$ cat src/rtl/ptmr_pkg.sv
package ptmr_pkg;
    localparam int unsigned ADDR_CTRL = 0;
    localparam int unsigned ADDR_CHEN = 1;
    localparam int unsigned ADDR_IEN  = 2;
    localparam int unsigned ADDR_SEL  = 3;
    localparam int unsigned ADDR_FLAG = 4;
    localparam int unsigned MT_BASE   = 6;
    localparam int unsigned CH_BASE   = 8;
endpackage

$ cat src/rtl/ptmr_prescaler.sv
module ptmr_prescaler #(
    parameter int unsigned W = 8
) (
    input  logic         clk,
    input  logic         rst_n,
    input  logic         run,
    input  logic [W-1:0] load,
    output logic         tick
);
    typedef struct packed {
        logic [W-1:0] cnt;
    } st_t;

    st_t s_d, s_q;

    always_comb begin
        s_d = s_q;
        if (!run || s_q.cnt == '0) s_d.cnt = load;
        else                       s_d.cnt = s_q.cnt - W'(1);
    end

    assign tick = run && (s_q.cnt == '0);

    always_ff @(posedge clk or negedge rst_n) begin
        if (!rst_n) s_q <= '0;
        else        s_q <= s_d;
    end

    // after a tick the divider restarts from the load value
    assert_tick_reload_R1: assert property (@(posedge clk) disable iff (!rst_n)
        tick |=> s_q.cnt == $past(load));
    // between ticks the divider steps down by exactly one
    assert_step_R1: assert property (@(posedge clk) disable iff (!rst_n)
        (run && !tick) |=> s_q.cnt == $past(s_q.cnt) - W'(1));
endmodule

$ cat src/rtl/ptmr_channel.sv
module ptmr_channel #(
    parameter int unsigned CW = 16
) (
    input  logic          clk,
    input  logic          rst_n,
    input  logic          run,
    input  logic          tick,
    input  logic [CW-1:0] load,
    output logic          expire
);
    typedef struct packed {
        logic [CW-1:0] cnt;
    } st_t;

    st_t s_d, s_q;

    always_comb begin
        s_d = s_q;
        if (!run)                 s_d.cnt = load;
        else if (tick) begin
            if (s_q.cnt == '0)    s_d.cnt = load;
            else                  s_d.cnt = s_q.cnt - CW'(1);
        end
    end

    assign expire = run && tick && (s_q.cnt == '0);

    always_ff @(posedge clk or negedge rst_n) begin
        if (!rst_n) s_q <= '0;
        else        s_q <= s_d;
    end

    // expiry reloads the count in the same step
    assert_expire_reload_R2: assert property (@(posedge clk) disable iff (!rst_n)
        expire |=> s_q.cnt == $past(load));
    // the count only moves on a selected micro tick
    assert_hold_no_tick_R2: assert property (@(posedge clk) disable iff (!rst_n)
        (run && !tick) |=> $stable(s_q.cnt));
endmodule

$ cat src/rtl/periodic_irq_timer.sv
module periodic_irq_timer
    import ptmr_pkg::*;
#(
    parameter int unsigned NCH    = 4,
    parameter int unsigned NMT    = 2,
    parameter int unsigned MT_W   = 8,
    parameter int unsigned CNT_W  = 16,
    parameter int unsigned ADDR_W = 4,
    parameter int unsigned DATA_W = 16
) (
    input  logic              clk,
    input  logic              rst_n,
    input  logic              wr_en,
    input  logic [ADDR_W-1:0] wr_addr,
    input  logic [DATA_W-1:0] wr_data,
    output logic [NCH-1:0]    flag_o,
    output logic [NCH-1:0]    irq_o
);
    localparam int unsigned SEL_W = (NMT > 1) ? $clog2(NMT) : 1;

    typedef struct packed {
        logic                           run;
        logic [NCH-1:0]                 chen;
        logic [NCH-1:0]                 ien;
        logic [NCH-1:0][SEL_W-1:0]      sel;
        logic [NCH-1:0]                 flag;
        logic [NCH-1:0]                 irq;
        logic [NMT-1:0][MT_W-1:0]       mt_load;
        logic [NCH-1:0][CNT_W-1:0]      ch_load;
    } regs_t;

    regs_t          r_d, r_q;
    logic [NMT-1:0] tick;
    logic [NCH-1:0] expire;
    logic [NCH-1:0] clr_w;
    logic [NCH-1:0] drop;

    for (genvar j = 0; j < NMT; j++) begin : g_mt
        ptmr_prescaler #(.W(MT_W)) u_mt (
            .clk  (clk),
            .rst_n(rst_n),
            .run  (r_q.run),
            .load (r_q.mt_load[j]),
            .tick (tick[j])
        );
    end

    for (genvar i = 0; i < NCH; i++) begin : g_ch
        ptmr_channel #(.CW(CNT_W)) u_ch (
            .clk   (clk),
            .rst_n (rst_n),
            .run   (r_q.run & r_q.chen[i]),
            .tick  (tick[r_q.sel[i]]),
            .load  (r_q.ch_load[i]),
            .expire(expire[i])
        );
    end

    always_comb begin
        r_d   = r_q;
        clr_w = '0;
        if (wr_en) begin
            if (wr_addr == ADDR_W'(ADDR_CTRL)) r_d.run  = wr_data[0];
            if (wr_addr == ADDR_W'(ADDR_CHEN)) r_d.chen = wr_data[NCH-1:0];
            if (wr_addr == ADDR_W'(ADDR_IEN))  r_d.ien  = wr_data[NCH-1:0];
            if (wr_addr == ADDR_W'(ADDR_SEL))  r_d.sel  = wr_data[NCH*SEL_W-1:0];
            if (wr_addr == ADDR_W'(ADDR_FLAG)) clr_w    = wr_data[NCH-1:0];
            for (int j = 0; j < NMT; j++)
                if (wr_addr == ADDR_W'(MT_BASE + j)) r_d.mt_load[j] = wr_data[MT_W-1:0];
            for (int i = 0; i < NCH; i++)
                if (wr_addr == ADDR_W'(CH_BASE + i)) r_d.ch_load[i] = wr_data[CNT_W-1:0];
        end
        // an enable going from one to zero wipes the affected flags
        drop = (r_q.chen & ~r_d.chen) | (r_q.ien & ~r_d.ien)
             | {NCH{r_q.run & ~r_d.run}};
        r_d.flag = ((r_q.flag & ~clr_w) | expire) & ~drop;
        r_d.irq  = r_q.flag & r_q.ien;
    end

    always_ff @(posedge clk or negedge rst_n) begin
        if (!rst_n) r_q <= '0;
        else        r_q <= r_d;
    end

    assign flag_o = r_q.flag;
    assign irq_o  = r_q.irq;

    // stopping the block leaves no flag behind
    assert_run_off_clears_R5: assert property (@(posedge clk) disable iff (!rst_n)
        $fell(r_q.run) |-> r_q.flag == '0);

    for (genvar i = 0; i < NCH; i++) begin : g_chk
        // a one written to a flag bit clears it unless it expires again
        assert_w1c_R4: assert property (@(posedge clk) disable iff (!rst_n)
            (wr_en && wr_addr == ADDR_W'(ADDR_FLAG) && wr_data[i] && !expire[i])
            |=> !flag_o[i]);
        // request follows flag and interrupt enable one cycle later
        assert_irq_R6: assert property (@(posedge clk) disable iff (!rst_n)
            1'b1 |=> irq_o[i] == $past(r_q.flag[i] & r_q.ien[i]));
        // interrupt enable or channel enable falling clears the flag
        assert_ien_drop_R5: assert property (@(posedge clk) disable iff (!rst_n)
            ($fell(r_q.ien[i]) || $fell(r_q.chen[i])) |-> !r_q.flag[i]);
        // nothing gets flagged while the block is stopped
        assert_idle_R7: assert property (@(posedge clk) disable iff (!rst_n)
            !r_q.run |=> !(r_q.flag[i] && !$past(r_q.flag[i])));
        // a flag only rises after the channel expired
        assert_rise_on_expiry_R2: assert property (@(posedge clk) disable iff (!rst_n)
            $rose(r_q.flag[i]) |-> $past(expire[i]));
    end
endmodule

$ cat config.mk
export PLATFORM = sky130hd
export DESIGN_NAME = periodic_irq_timer
export DESIGN_NICKNAME = d
export VERILOG_FILES = /design/src/rtl/ptmr_pkg.sv /design/src/rtl/ptmr_prescaler.sv /design/src/rtl/ptmr_channel.sv /design/src/rtl/periodic_irq_timer.sv
export SDC_FILE = /design/constraint.sdc
export NUM_CORES = 1
export LEC_CHECK = 0
export ABC_AREA = 1
export ABC_CLOCK_PERIOD_IN_PS = 1400
export BUFFER_PORTS_ARGS = -buffer_cell sky130_fd_sc_hd__buf_4
export CORE_ASPECT_RATIO = 1.1
export CORE_UTILIZATION = 55
export DETAILED_ROUTE_END_ITERATION = 7
export PLACE_DENSITY = 0.75
export SETUP_SLACK_MARGIN = 0.1
export SLEW_MARGIN = 20
export SYNTH_ARGS = -nofsm -noshare
export SYNTH_HDL_FRONTEND = slang
export SYNTH_SLANG_ARGS = --single-unit
$ cat constraint.sdc
create_clock -name clk -period 1.4 [get_ports clk]
set_input_delay 0.14 -clock clk [delete_from_list [all_inputs] [get_ports clk]]
set_output_delay 0.14 -clock clk [all_outputs]
set_load 0.005 [all_outputs]
### Word-level counts from Yosys, hierarchy flattened

Index checks and enable logic that the tools add are counted.

| cells by class | value |
|---|---|
| bitwise operators | 18 |
| eq/ne operators | 14 |
| multiplexer cells | 29 |
| magnitude comparators | 4 |
| reductions and logical operators | 27 |
| add/sub/neg operators | 6 |

Operators with widths:

| operator | count |
|---|---|
| $mux 16 | 12 |
| $logic_not 16->1 | 4 |
| $sub 16x1->16 const B | 4 |
| $and 4x4->4 | 5 |
| $mux 4 | 5 |
| $eq 4x4->1 const B | 4 |
| $logic_not 8->1 | 2 |
| $mux 8 | 2 |
| $not 4->4 | 4 |
| $sub 8x1->8 const B | 2 |
| $reduce_and 2->1 | 7 |
| $mux 13 | 1 |
| $eq 4x3->1 const B | 3 |
| $or 4x4->4 | 3 |
| $logic_and 1x1->1 | 10 |
| $mux 1 | 9 |
| $eq 4x2->1 const B | 2 |
| $lt 1x2->1 const B | 4 |
| $ne 2x2->1 const B | 4 |
| $and 1x1->1 | 5 |
| $eq 4x1->1 const B | 1 |
| $logic_not 4->1 | 1 |
| $logic_or 1x1->1 | 2 |
| $logic_not 1->1 | 1 |
| $not 1->1 | 1 |

| word-level totals | value |
|---|---|
| logic and storage cells | 119 |
| output and inout bits | 8 |
| bits in registers | 181 |

### Longest topological paths before layout

Gate-level depths: netlist of the first run.

| depth | value |
|---|---|
| depth after elaboration | 9 |
| mapped depth | 11 |
| gate-level depth less buffers | 11 |

### Cells and area by module

A second synthesis of the first run with hierarchy kept.

| second synthesis, totals | value |
|---|---|
| cell total of the unflattened synthesis | 1449 |
| area total of the unflattened synthesis | 10362.4 um2 |

By module, submodules not included:

| module | area an instance (um2) | times used | cells an instance |
|---|---|---|---|
| periodic_irq_timer | 4125.2 | 1 | 464 |
| ptmr_channel (g_ch[0].u_ch ...) | 1300.0 | 3 | 211 |
| ptmr_channel (g_ch[3].u_ch) | 1341.3 | 1 | 214 |
| ptmr_prescaler | 498.0 | 2 | 69 |

### Worst setup path after synthesis of the first run

OpenSTA, ideal clock, no wires.

| timing path | value |
|---|---|
| kind | reg2reg |
| start | reg g_mt[0].u_mt.s_q[0] (netlist name) |
| end | reg g_ch[2].u_ch.s_q[4] (netlist name) |
| setup time | 0.124 ns |
| period minus slack after synthesis | 1.509 ns |
| slack | -0.109 ns |
| data required time | 1.276 ns |
| arrival time | 1.385 ns |
| stages on the path, launching flop included | 11 |
| path through | dfrtp_1 inv_1 ha_1 nand2_1 nor2_8 nand3_2 nand3_2 inv_2 buf_6 nand2_1 nand2_1 |

| between the ends | value |
|---|---|
| cells in the longest elaborated chain, start to end | 5 |

Ends and longest elaborated chain:

| what | line | text |
|---|---|---|
| start: declaration | ptmr_prescaler.sv:14 | `st_t s_d, s_q;` |
| start signal: assignment | ptmr_prescaler.sv:25 | `if (!rst_n) s_q <= '0;` |
| start signal: assignment | ptmr_prescaler.sv:26 | `else s_q <= s_d;` |
| $logic_not 8->1 | ptmr_prescaler.sv:22 | `assign tick = run && (s_q.cnt == '0);` |
| $logic_and 1x1->1 | ptmr_prescaler.sv:22 |  |
| $mux 1 (implied by the code) (2 in series) | periodic_irq_timer.sv:53 | `.tick (tick[r_q.sel[i]]),` |
| $ne 2x2->1 (no source line) | -- |  |
| end signal: assignment | ptmr_channel.sv:29 | `if (!rst_n) s_q <= '0;` |
| end signal: assignment | ptmr_channel.sv:30 | `else s_q <= s_d;` |
| end: declaration | ptmr_channel.sv:15 | `st_t s_d, s_q;` |

Every way passes these cells. The select of a mux whose other input is x is not followed.
A chain may end at the register's enable or synchronous reset.

### Worst setup path in the final report of the first run

| timing path | value |
|---|---|
| start | reg g_mt[1].u_mt.s_q[5] (netlist name) |
| end | reg g_ch[1].u_ch.s_q[14] (netlist name) |

| between the ends | value |
|---|---|
| cells in the longest elaborated chain, start to end | 5 |

Ends and longest elaborated chain:

| what | line |
|---|---|
| start: declaration | ptmr_prescaler.sv:14 |
| start signal: assignment | ptmr_prescaler.sv:25 |
| start signal: assignment | ptmr_prescaler.sv:26 |
| $logic_not 8->1 | ptmr_prescaler.sv:22 |
| $logic_and 1x1->1 | ptmr_prescaler.sv:22 |
| $mux 1 (implied by the code) (2 in series) | periodic_irq_timer.sv:53 |
| $ne 2x2->1 (no source line) | -- |
| end signal: assignment | ptmr_channel.sv:29 |
| end signal: assignment | ptmr_channel.sv:30 |
| end: declaration | ptmr_channel.sv:15 |

Every way passes these cells. The select of a mux whose other input is x is not followed.

==> summary.txt, run 1 <==
Worst setup margin - -0.2963 ns
# fillers - 1120
Mean Syn Cell Area - 7.329 sq um
Worst-Margin Slew - 0.4816 ns
CTS H-tree lvls - 4
# rows - 50
Fin crit period - 1.696 ns
Die Y - 142.3 um
I/O pin count - 31
Final #Nets - 1600
Area grow syn2layout - 35.98%
TritonRoute pass-1 iters - 6
Clk buf depth - 2
Pwr Total - 27.10 mW
Routed Antenna Nets - 0
Initial antenna violation count - 0
Min Hold Slack - 0.02651 ns
Footprint of the multi-input gates - 4981 sq um
Mapped Cells - 1342
Flops & latches, synth - 181
WP data required - 1.73 ns
TritonCTS clock tree - done
Buffers on Ports - 30
Final setup viols - 83
Initial Util - 0.5696
Worst-path maximum fanout - 7
Syn_nets - 1377
RSZ-0062 raised after global routing - true
Fin area - 13370 sq um
Worst vdd ir - 1.145 mV
Layout cell share with drive strength beyond 1 - 0.2750
DR WL/cell - 16.26 um
Ys flop type - dfrtp_1
Failing checks - setup timing
Worst-path clk slew - 0.07 ns
Placed insts - 1724
First-pass GRT wire length - 44390 um
Worst Skew - 0.009407 ns
Largest net degree at the start of global routing - 45
Vias in the first global route - 9266
Sequential fraction of the synthesis area - 0.4605
Crit path launch type - register
Worst Hold Class - in2reg
Power density cells - 2026 nW/um^2
Area after DPL - 11640 sq um
Worst-skew pair later-pin latency - 0.45 ns
HPWL Detailed - 18030 um
CP peak stage delay - 0.41 ns
Die width - 129.5 um
Syn. warnings - 0
Routed WL - 29460 um
Nature of the critical path endpoint - register
Ant. Diodes - 0
Slew HR - 0.6781
GP Congestion - 0.9290
Arrival time at the worst endpoint - 2.03 ns
EDFF count, synth - 0
Global router's overall resource usage - 0.3119
Core footprint - 17270 sq um
Final Max Slew Viols - 0
Total number of vias - 9872
LEAKAGE - 6.626 nW
DR DRC count - 0
Critical Path, Cell by Cell - nor2_4, nand2_2, nor2_4, nand3_4, nand3_4, clkinvlp_4, nand2_1, o21ai_1
Final Hold Viols - 0
Cell Area, Synth - 9836 sq um
# clock sinks - 181
Final Non-Filler Cells - 1812
Slowest stage cell, crit path - dfrtp_1
Unique cell type count in the Yosys netlist - 32
Status - finished with violations
DIE AREA - 18420 sq um
Max-Cap Viols - 0
Global route overflow - 0
Fmax - 589.5 MHz
Initial DRC count - 1039
Final worst-path cycle share - 1.212
CTS buffer count - 17
Worst Setup Path Type - reg2reg
Reg area - 4531 sq um
Ys async rst share - 1.000
Vias per inst - 5.448
Root buf cell - clkbuf_16
==> through the flow <==
stage                TNS, ns  setup slack, ns  utilization
floorplan           -0.08849         -0.01766            -
global placement      -10.08          -0.2265       0.6741
detailed placement    -11.33          -0.2605       0.6741
CTS                   -10.90          -0.2189       0.7393
global route          -23.53          -0.3811       0.7746
finish                -17.26          -0.2963       0.7746
==> sequential cells by signal, summed over array words and instances, names as in the netlist <==
name / flops
g_mt.u_mt.s_q: 16
g_ch.u_ch.s_q: 64
r_q: 93
irq_o: 4
flag_o: 4
==> critical path, delay by kind of cell (launching register included) <==
kind                   cells  cell delay, ns
flip-flops                 1            0.41
AND/OR/NAND/NOR            6            0.87
buffers and inverters      1            0.23
AO/OA/AOI/OAI              1            0.07
==> logic make-up (layout without fill, tap and decap cells) <==
| group | after synthesis | in the layout | synth area share |
|---|---|---|---|
| fa+ha+maj | 12 | 12 | 0.01526 |
| buf+inv | 214 | 449 | 0.09515 |
| xor+xnor | 24 | 24 | 0.02137 |
| flops | 181 | 181 | 0.4605 |
| simple gates | 749 | 750 | 0.3238 |
| compound gates | 162 | 162 | 0.08396 |
==> timing repair <==
item / CTS / global route
hold endpoints to repair: 228 / 0
gates cloned: 4 / 7
buffers inserted: 11 / 21
setup endpoints to repair: 83 / 84
pin swaps: 25 / 47
hold buffers: 14 / 0
resized for setup: 44 / 94
==> worst paths after layout <==
check	from	endpoint	slack, ns	cells after the start
min reg2reg	r_q[67]$_DFFE_PN0P_	g_mt[0].u_mt.s_q[3]$_DFF_PN0_	0.48	2
min in group asynchronous	rst_n	g_mt[0].u_mt.s_q[3]$_DFF_PN0_	0.13	2
max in group asynchronous	rst_n	g_ch[1].u_ch.s_q[5]$_DFFE_PN0P_	0.70	3
max reg2reg	g_mt[1].u_mt.s_q[5]$_DFF_PN0_	g_ch[1].u_ch.s_q[14]$_DFFE_PN0P_	-0.30	8
min	wr_data[6]	r_q[54]$_DFFE_PN0P_	0.03	3
max	g_mt[1].u_mt.s_q[5]$_DFF_PN0_	g_ch[1].u_ch.s_q[14]$_DFFE_PN0P_	-0.30	8
==> cells in the final DEF, fill, tap and decap left out, drive strengths merged, types with 3 or more instances in the layout <==
cell type	instances
nand2	467
buf	231
dfrtp	181
inv	161
o21ai	149
nor2	132
nand3	121
clkbuf	30
nand4	16
xnor2	16
dlygate4sd3	14
ha	12
nand3b	10
xor2	8
a21oi	6
clkinv	5
clkinvlp	4
bufinv	4
or2	3
==> layout make-up <==
type                            instances  area share
Clock buffer                           25     0.03854
Clock inverter                          7     0.01048
Inverter                              165     0.04790
Multi-Input combinational cell        948      0.3724
Sequential cell                       181      0.3388
Tap cell                              234     0.02189
Timing Repair Buffer                  250      0.1690
Timing Repair inverter                  2    0.001029
==> per-layer routing <==
metal,GRT usage,wire length (um)
met3,0.05000,1884
met4,0.1267,1054
met1,0.3999,11830
met2,0.5260,14690
met5,0,0
==> cells in the mapped netlist, types with 3 or more instances <==
library cell,instances,share of area
inv_1,153,0.058
dfrtp_1,181,0.46
nand2_2,5,0.0032
ha_1,12,0.015
clkbuf_1,10,0.0038
nand4_1,16,0.010
o21ai_0,117,0.060
buf_2,16,0.0081
xor2_1,8,0.0071
xnor2_1,16,0.014
nand3_2,6,0.0061
buf_6,7,0.0080
buf_4,16,0.012
nor2_2,11,0.0070
nand2_1,461,0.18
nor2_4,4,0.0046
o21ai_1,32,0.016
or2_2,3,0.0019
nand3b_1,10,0.0076
a21oi_1,6,0.0031
nand3_1,113,0.057
clkinv_1,3,0.0011
nor2_1,116,0.044
inv_2,9,0.0034
==> power by group <==
group / switching [mW] / internal (mW) / leakage, nW
sequential: 1.26 / 7.08 / 2.18
clock: 2.06 / 3.27 / 0.316
combinational: 7.20 / 6.23 / 4.13
Note: power is estimated with default switching activity, not from simulation.
==> inputs of run 2 (changes only) <==
--- a/config.mk
+++ b/config.mk
@@ -12,6 +12,7 @@
 export CORE_UTILIZATION = 55
 export DETAILED_ROUTE_END_ITERATION = 7
 export PLACE_DENSITY = 0.75
+export RECOVER_POWER = 50
 export SETUP_SLACK_MARGIN = 0.1
 export SLEW_MARGIN = 20
 export SYNTH_ARGS = -nofsm -noshare
==> run 2 against run 1 <==
The run still ends with setup timing left. Clock skew is 0.00066 ns higher. Global-route usage stayed put. Flip-flop and latch count stayed put. Worst setup slack better by 0.018 ns. Non-clock buffer count stayed put. Utilization is 0.31 points lower. Cell count stayed put. Sequential power hardly changed. Combinational power hardly changed. Clock power hardly changed. Die area stayed put.
==> summary.txt, run 2 (synthesized netlist as in run 1, its figures left out) <==
Max reg flops - 93
Largest net degree at the start of global routing - 45
GP Congestion - 0.9290
Fin crit period - 1.679 ns
Worst Hold Class - in2reg
CTS H-tree lvls - 4
Max-Cap Viols - 0
Most frequent cells in the layout - nand2_1, buf_4, dfrtp_1
Final Max Slew Viols - 0
Slew HR - 0.5064
Vias in the first global route - 9266
Buffers on Ports - 30
Arrival time at the worst endpoint - 2.04 ns
Worst-path clk slew - 0.07 ns
Worst-skew pair later-pin latency - 0.44 ns
Total number of vias - 9882
# clock sinks - 181
CTS buffer count - 17
Internal power - 16.57 mW
Final core occ - 0.7714
First-pass GRT wire length - 44390 um
Fmax - 595.7 MHz
Critical Path, Cell by Cell - nor2_4, nand2_4, nor2_8, buf_12, nand3_4, nand3_4, clkbuf_16, nand3_1, o21ai_1
Crit path max-delay family - simple AND/OR/NAND/NOR gates
LEAKAGE - 6.607 nW
DR DRC count - 0
Most flops, register - r_q
Worst vdd ir - 1.119 mV
HPWL Detailed - 18030 um
Final setup viols - 84
Clock power frac - 0.196
Layout cell share with drive strength beyond 1 - 0.2738
Net Sw Frac - 0.3874
Die width - 129.5 um
Final Non-Filler Cells - 1812
Final Hold Viols - 0
Power density cells - 2030 nW/um^2
Initial antenna violation count - 0
TritonCTS clock tree - done
# rows - 50
Worst-path maximum fanout - 9
WP data required - 1.76 ns
Crit path launch type - register
Clk buf depth - 2
Slowest stage cell, crit path - dfrtp_1
CP peak stage delay - 0.41 ns
Sw Pwr - 10.48 mW
Buf/Inv on CP - 2
Worst Skew - 0.01007 ns
Ant. Diodes - 0
Vias per inst - 5.454
Root buf cell - clkbuf_16
Initial DRC count - 982
DIE AREA - 18420 sq um
Worst setup margin - -0.2786 ns
I/O pin count - 31
TritonRoute pass-1 iters - 6
Leading registers by flop count - r_q (93), g_ch.u_ch.s_q (64), g_mt.u_mt.s_q (16)
Nature of the critical path endpoint - register
Worst-Margin Slew - 0.7405 ns
CP dominant cell by count - nand3_4
Final worst-path cycle share - 1.199
Die Y - 142.3 um
Final #Nets - 1600
Global route overflow - 0
DR WL/cell - 16.23 um
Gate power share - 0.495
Worst Setup Path Type - reg2reg
Core footprint - 17270 sq um
Failing checks - setup timing
Area grow syn2layout - 35.43%
Global router's overall resource usage - 0.3119
Initial Util - 0.5696
Routed WL - 29400 um
Status - finished with violations
Routed Antenna Nets - 0
RSZ-0062 raised after global routing - true
Placed insts - 1724
Commonest non-fill, non-tap cell in the layout - nand2_1
Seq pwr share - 0.309
run 2: cell count changes in the layout (fill, tap and decap cells not counted), sizes merged:
cell    change
buf         -3
clkbuf      +3
run 2: repair_timing:
item | 4_1_cts | 5_1_grt
hold endpoints to repair | 228 | 0
pin swaps | 25 | 47
resized for setup | 44 | 94
buffers inserted | 11 | 21
endpoints found under the setup margin | 83 | 84
gates cloned | 4 | 7
hold buffers | 14 | 0
run 2: worst reg2reg max path: stages (launching register included):
cell and delay [ns]:
dfrtp_1 0.41, nor2_4 0.17, nand2_4 0.08, nor2_8 0.21
buf_12 0.14, nand3_4 0.09, nand3_4 0.17, clkbuf_16 0.19
nand3_1 0.08, o21ai_1 0.07
run 2: power groups by stage:
stage               clock network [mW]  registers, mW  logic (mW)
floorplan                            0           8.32        6.41
global placement                     0           8.16        10.9
detailed placement                   0           8.23        11.2
CTS                               5.32           8.23        11.8
global route                      5.52           8.52        14.7
finish                            5.31           8.35        13.4
run 2: final cells by class:
cell class | instances | area, sq um
inverters | 165 | 640.6
clock inverters | 7 | 140.1
multi-input cells | 948 | 4979
flip-flops and latches | 181 | 4531
repair buffers | 250 | 2208
clock buffers | 25 | 515.5
well taps | 234 | 292.8
fillers | 1133 | 3946
repair inverters | 2 | 13.76
run 2: worst paths after layout:
| kind | startpoint | endpoint | cells after the start | slack, ns |
|---|---|---|---|---|
| min in group asynchronous | rst_n | g_mt[0].u_mt.s_q[4]$_DFF_PN0_ | 2 | 0.29 |
| hold / removal | wr_data[5] | r_q[37]$_DFFE_PN0P_ | 3 | 0.03 |
| hold reg to reg | r_q[67]$_DFFE_PN0P_ | g_mt[0].u_mt.s_q[3]$_DFF_PN0_ | 2 | 0.48 |
| setup reg to reg | g_mt[0].u_mt.s_q[4]$_DFF_PN0_ | g_ch[0].u_ch.s_q[1]$_DFFE_PN0P_ | 9 | -0.28 |
| setup / recovery | g_mt[0].u_mt.s_q[4]$_DFF_PN0_ | g_ch[0].u_ch.s_q[1]$_DFFE_PN0P_ | 9 | -0.28 |
| max in group asynchronous | rst_n | g_ch[3].u_ch.s_q[15]$_DFFE_PN0P_ | 3 | 0.24 |
run 2: stage by stage:
stage | power (mW) | cell area (sq um) | hold slack (ns) | setup slack, ns | TNS, ns
floorplan | 14.73 | 10040 | -0.1556 | -0.01766 | -0.08849
global placement | 19.06 | 11640 | 0.03933 | -0.2265 | -10.08
detailed placement | 19.39 | 11640 | 0.03688 | -0.2605 | -11.33
CTS | 25.40 | 12760 | 0.008846 | -0.2189 | -10.90
global route | 28.76 | 13320 | 0.03344 | -0.3811 | -23.53
finish | 27.04 | 13320 | 0.03307 | -0.2786 | -16.51
run 2: per-layer routing:
metal | global-route usage | wire length (um)
met4 | 0.1267 | 1105
met5 | 0 | 0
met2 | 0.5260 | 14660
met3 | 0.05000 | 1766
met1 | 0.3999 | 11870
==> inputs of run 3 (changes only) <==
--- a/config.mk
+++ b/config.mk
@@ -18,3 +18,4 @@
 export SYNTH_ARGS = -nofsm -noshare
 export SYNTH_HDL_FRONTEND = slang
 export SYNTH_SLANG_ARGS = --single-unit
+export TNS_END_PERCENT = 1
==> run 3 against run 2 <==
The run still ends with setup timing left. Register-to-register slack improved by 0.02 ns. Via count is 5.8% lower. Power down 8.7%. Cell count down 1.2%. Worst hold slack worse by 0.016 ns. Sequential share of layout area increased by 2.2 points. Global-route usage down 0.77 points.
==> summary.txt, run 3 (synthesized netlist as in run 1, its figures left out) <==
DIE AREA - 18420 sq um
Fmax - 601.3 MHz
CP peak stage delay - 0.40 ns
Worst-skew pair later-pin latency - 0.44 ns
Final Hold Viols - 0
Worst-Margin Slew - 0.9147 ns
TritonRoute pass-1 iters - 5
HPWL Detailed - 17860 um
Slew HR - 0.3902
Nature of the critical path endpoint - register
Power density cells - 1976 nW/um^2
Slowest stage cell, crit path - dfrtp_1
Crit path launch type - register
Final core occ - 0.7234
WL met2 - 12600 um
Ant. Diodes - 0
Largest net degree at the start of global routing - 51
# clock sinks - 181
Worst Setup Path Type - reg2reg
Worst-path maximum fanout - 5
Highest routed layer - met4
WP data required - 1.72 ns
Fin crit period - 1.663 ns
GP Congestion - 0.9057
Most flops, register - r_q
Global router's overall resource usage - 0.3042
Worst Skew - 0.01030 ns
DR WL/cell - 14.09 um
Fin area - 12490 sq um
Core footprint - 17270 sq um
Final #Nets - 1579
R2r startpoint - g_mt[1].u_mt.s_q[1]$_DFF_PN0_
Final setup viols - 76
Die Y - 142.3 um
Final worst-path cycle share - 1.188
# rows - 50
Status - finished with violations
M1 WL - 10880 um
Placed insts - 1738
Routed WL - 25230 um
Initial Util - 0.5696
Global route overflow - 0
Buffers on Ports - 30
Die width - 129.5 um
Clk buf depth - 2
Routed Antenna Nets - 0
Vias per inst - 5.197
Worst Hold Class - in2reg
Total number of vias - 9308
Final TNS setup - -13.73 ns
Crit path max-delay family - simple AND/OR/NAND/NOR gates
Initial DRC count - 713
Max-Cap Viols - 0
Worst vdd ir - 1.141 mV
RSZ-0062 raised after global routing - true
Worst setup margin - -0.2632 ns
First-pass GRT wire length - 43510 um
Max reg flops - 93
Layout cell share with drive strength beyond 1 - 0.2145
I/O pin count - 31
Vias in the first global route - 9246
Buf/Inv on CP - 3
Pwr Total - 24.68 mW
Root buf cell - clkbuf_16
DR DRC count - 0
LEAKAGE - 6.311 nW
Final Non-Filler Cells - 1791
TritonCTS clock tree - done
Origin of the worst min-delay path - wr_data[1]
CTS H-tree lvls - 4
Worst-path clk slew - 0.07 ns
Initial antenna violation count - 0
CTS buffer count - 17
Arrival time at the worst endpoint - 1.99 ns
Leading registers by flop count - r_q (93), g_ch.u_ch.s_q (64), g_mt.u_mt.s_q (16)
Metal3 WL - 1138 um
Commonest non-fill, non-tap cell in the layout - nand2_1
Critical Path, Cell by Cell - inv_2, ha_4, nand2_2, nor2_4, nand3_2, nand3_4, clkinvlp_4, buf_4, nand2_1, o21ai_1
Worst Setup SP - g_mt[1].u_mt.s_q[1]$_DFF_PN0_
Most frequent cells in the layout - nand2_1, buf_4, dfrtp_1
Area after DPL - 11630 sq um
Failing checks - setup timing
Area grow syn2layout - 26.99%
Final Max Slew Viols - 0
-- run 3: cell count changes in the layout (fill, tap and decap cells not counted), moves of 8 or more --
cell / before / now
inv_6: 1 / 9
nand2_2: 24 / 13
nand2_1: 433 / 451
nor2_2: 33 / 24
nor2_1: 87 / 100
nand3_2: 25 / 8
nand3_1: 83 / 106
-- run 3: area by class of cell --
cell class / instances / area [sq um]
Fill cell: 1373 / 4776
Multi-Input combinational cell: 947 / 4557
Sequential cell: 181 / 4529
Timing Repair Buffer: 232 / 1893
Inverter: 165 / 640.6
Clock buffer: 18 / 439.2
Tap cell: 234 / 292.8
Clock inverter: 14 / 138.9
-- run 3: tightest hold or removal path, stage by stage --
cell     delay (ns)
buf_4          0.16
nand2_1        0.06
o21ai_0        0.06
-- run 3: through the flow --
| step | hold slack, ns | setup slack [ns] |
|---|---|---|
| finish | 0.01730 | -0.2632 |
| global route | 0.01655 | -0.3447 |
| CTS | 0.008700 | -0.2507 |
| detailed placement | 0.05503 | -0.2300 |
| global placement | 0.05758 | -0.1705 |
| floorplan | -0.1556 | -0.01990 |
-- run 3: repair_timing --
action	4_1_cts	5_1_grt
endpoints found under the setup margin	84	84
pin swaps	6	9
hold buffers	11	0
buffers inserted	6	4
endpoints found under the hold margin	189	0
gates resized for setup	20	36
-- run 3: power breakdown --
part	leakage (nW)	internal [mW]	switching [mW]
sequential	2.18	7.07	1.13
clock	0.283	2.55	2.23
combinational	3.84	5.53	6.17
total	6.31	15.1	9.53
-- run 3: final timing paths --
kind,to,slack (ns),cells after the start
setup / recovery,g_ch[1].u_ch.s_q[15]$_DFFE_PN0P_,-0.26,10
hold / removal,r_q[17]$_DFFE_PN0P_,0.02,3
setup reg to reg,g_ch[1].u_ch.s_q[15]$_DFFE_PN0P_,-0.26,10
hold reg to reg,g_mt[0].u_mt.s_q[0]$_DFF_PN0_,0.48,1
max in group asynchronous,g_ch[1].u_ch.s_q[7]$_DFFE_PN0P_,0.15,3
min in group asynchronous,g_mt[1].u_mt.s_q[1]$_DFF_PN0_,0.36,2
-- run 3: metal layers --
layer / vias to the layer above / GRT usage
met5: - / 0
met4: 0 / 0.1065
met3: 53 / 0.04737
met2: 244 / 0.5184
met1: 4405 / 0.3934
li1: 4606 / -
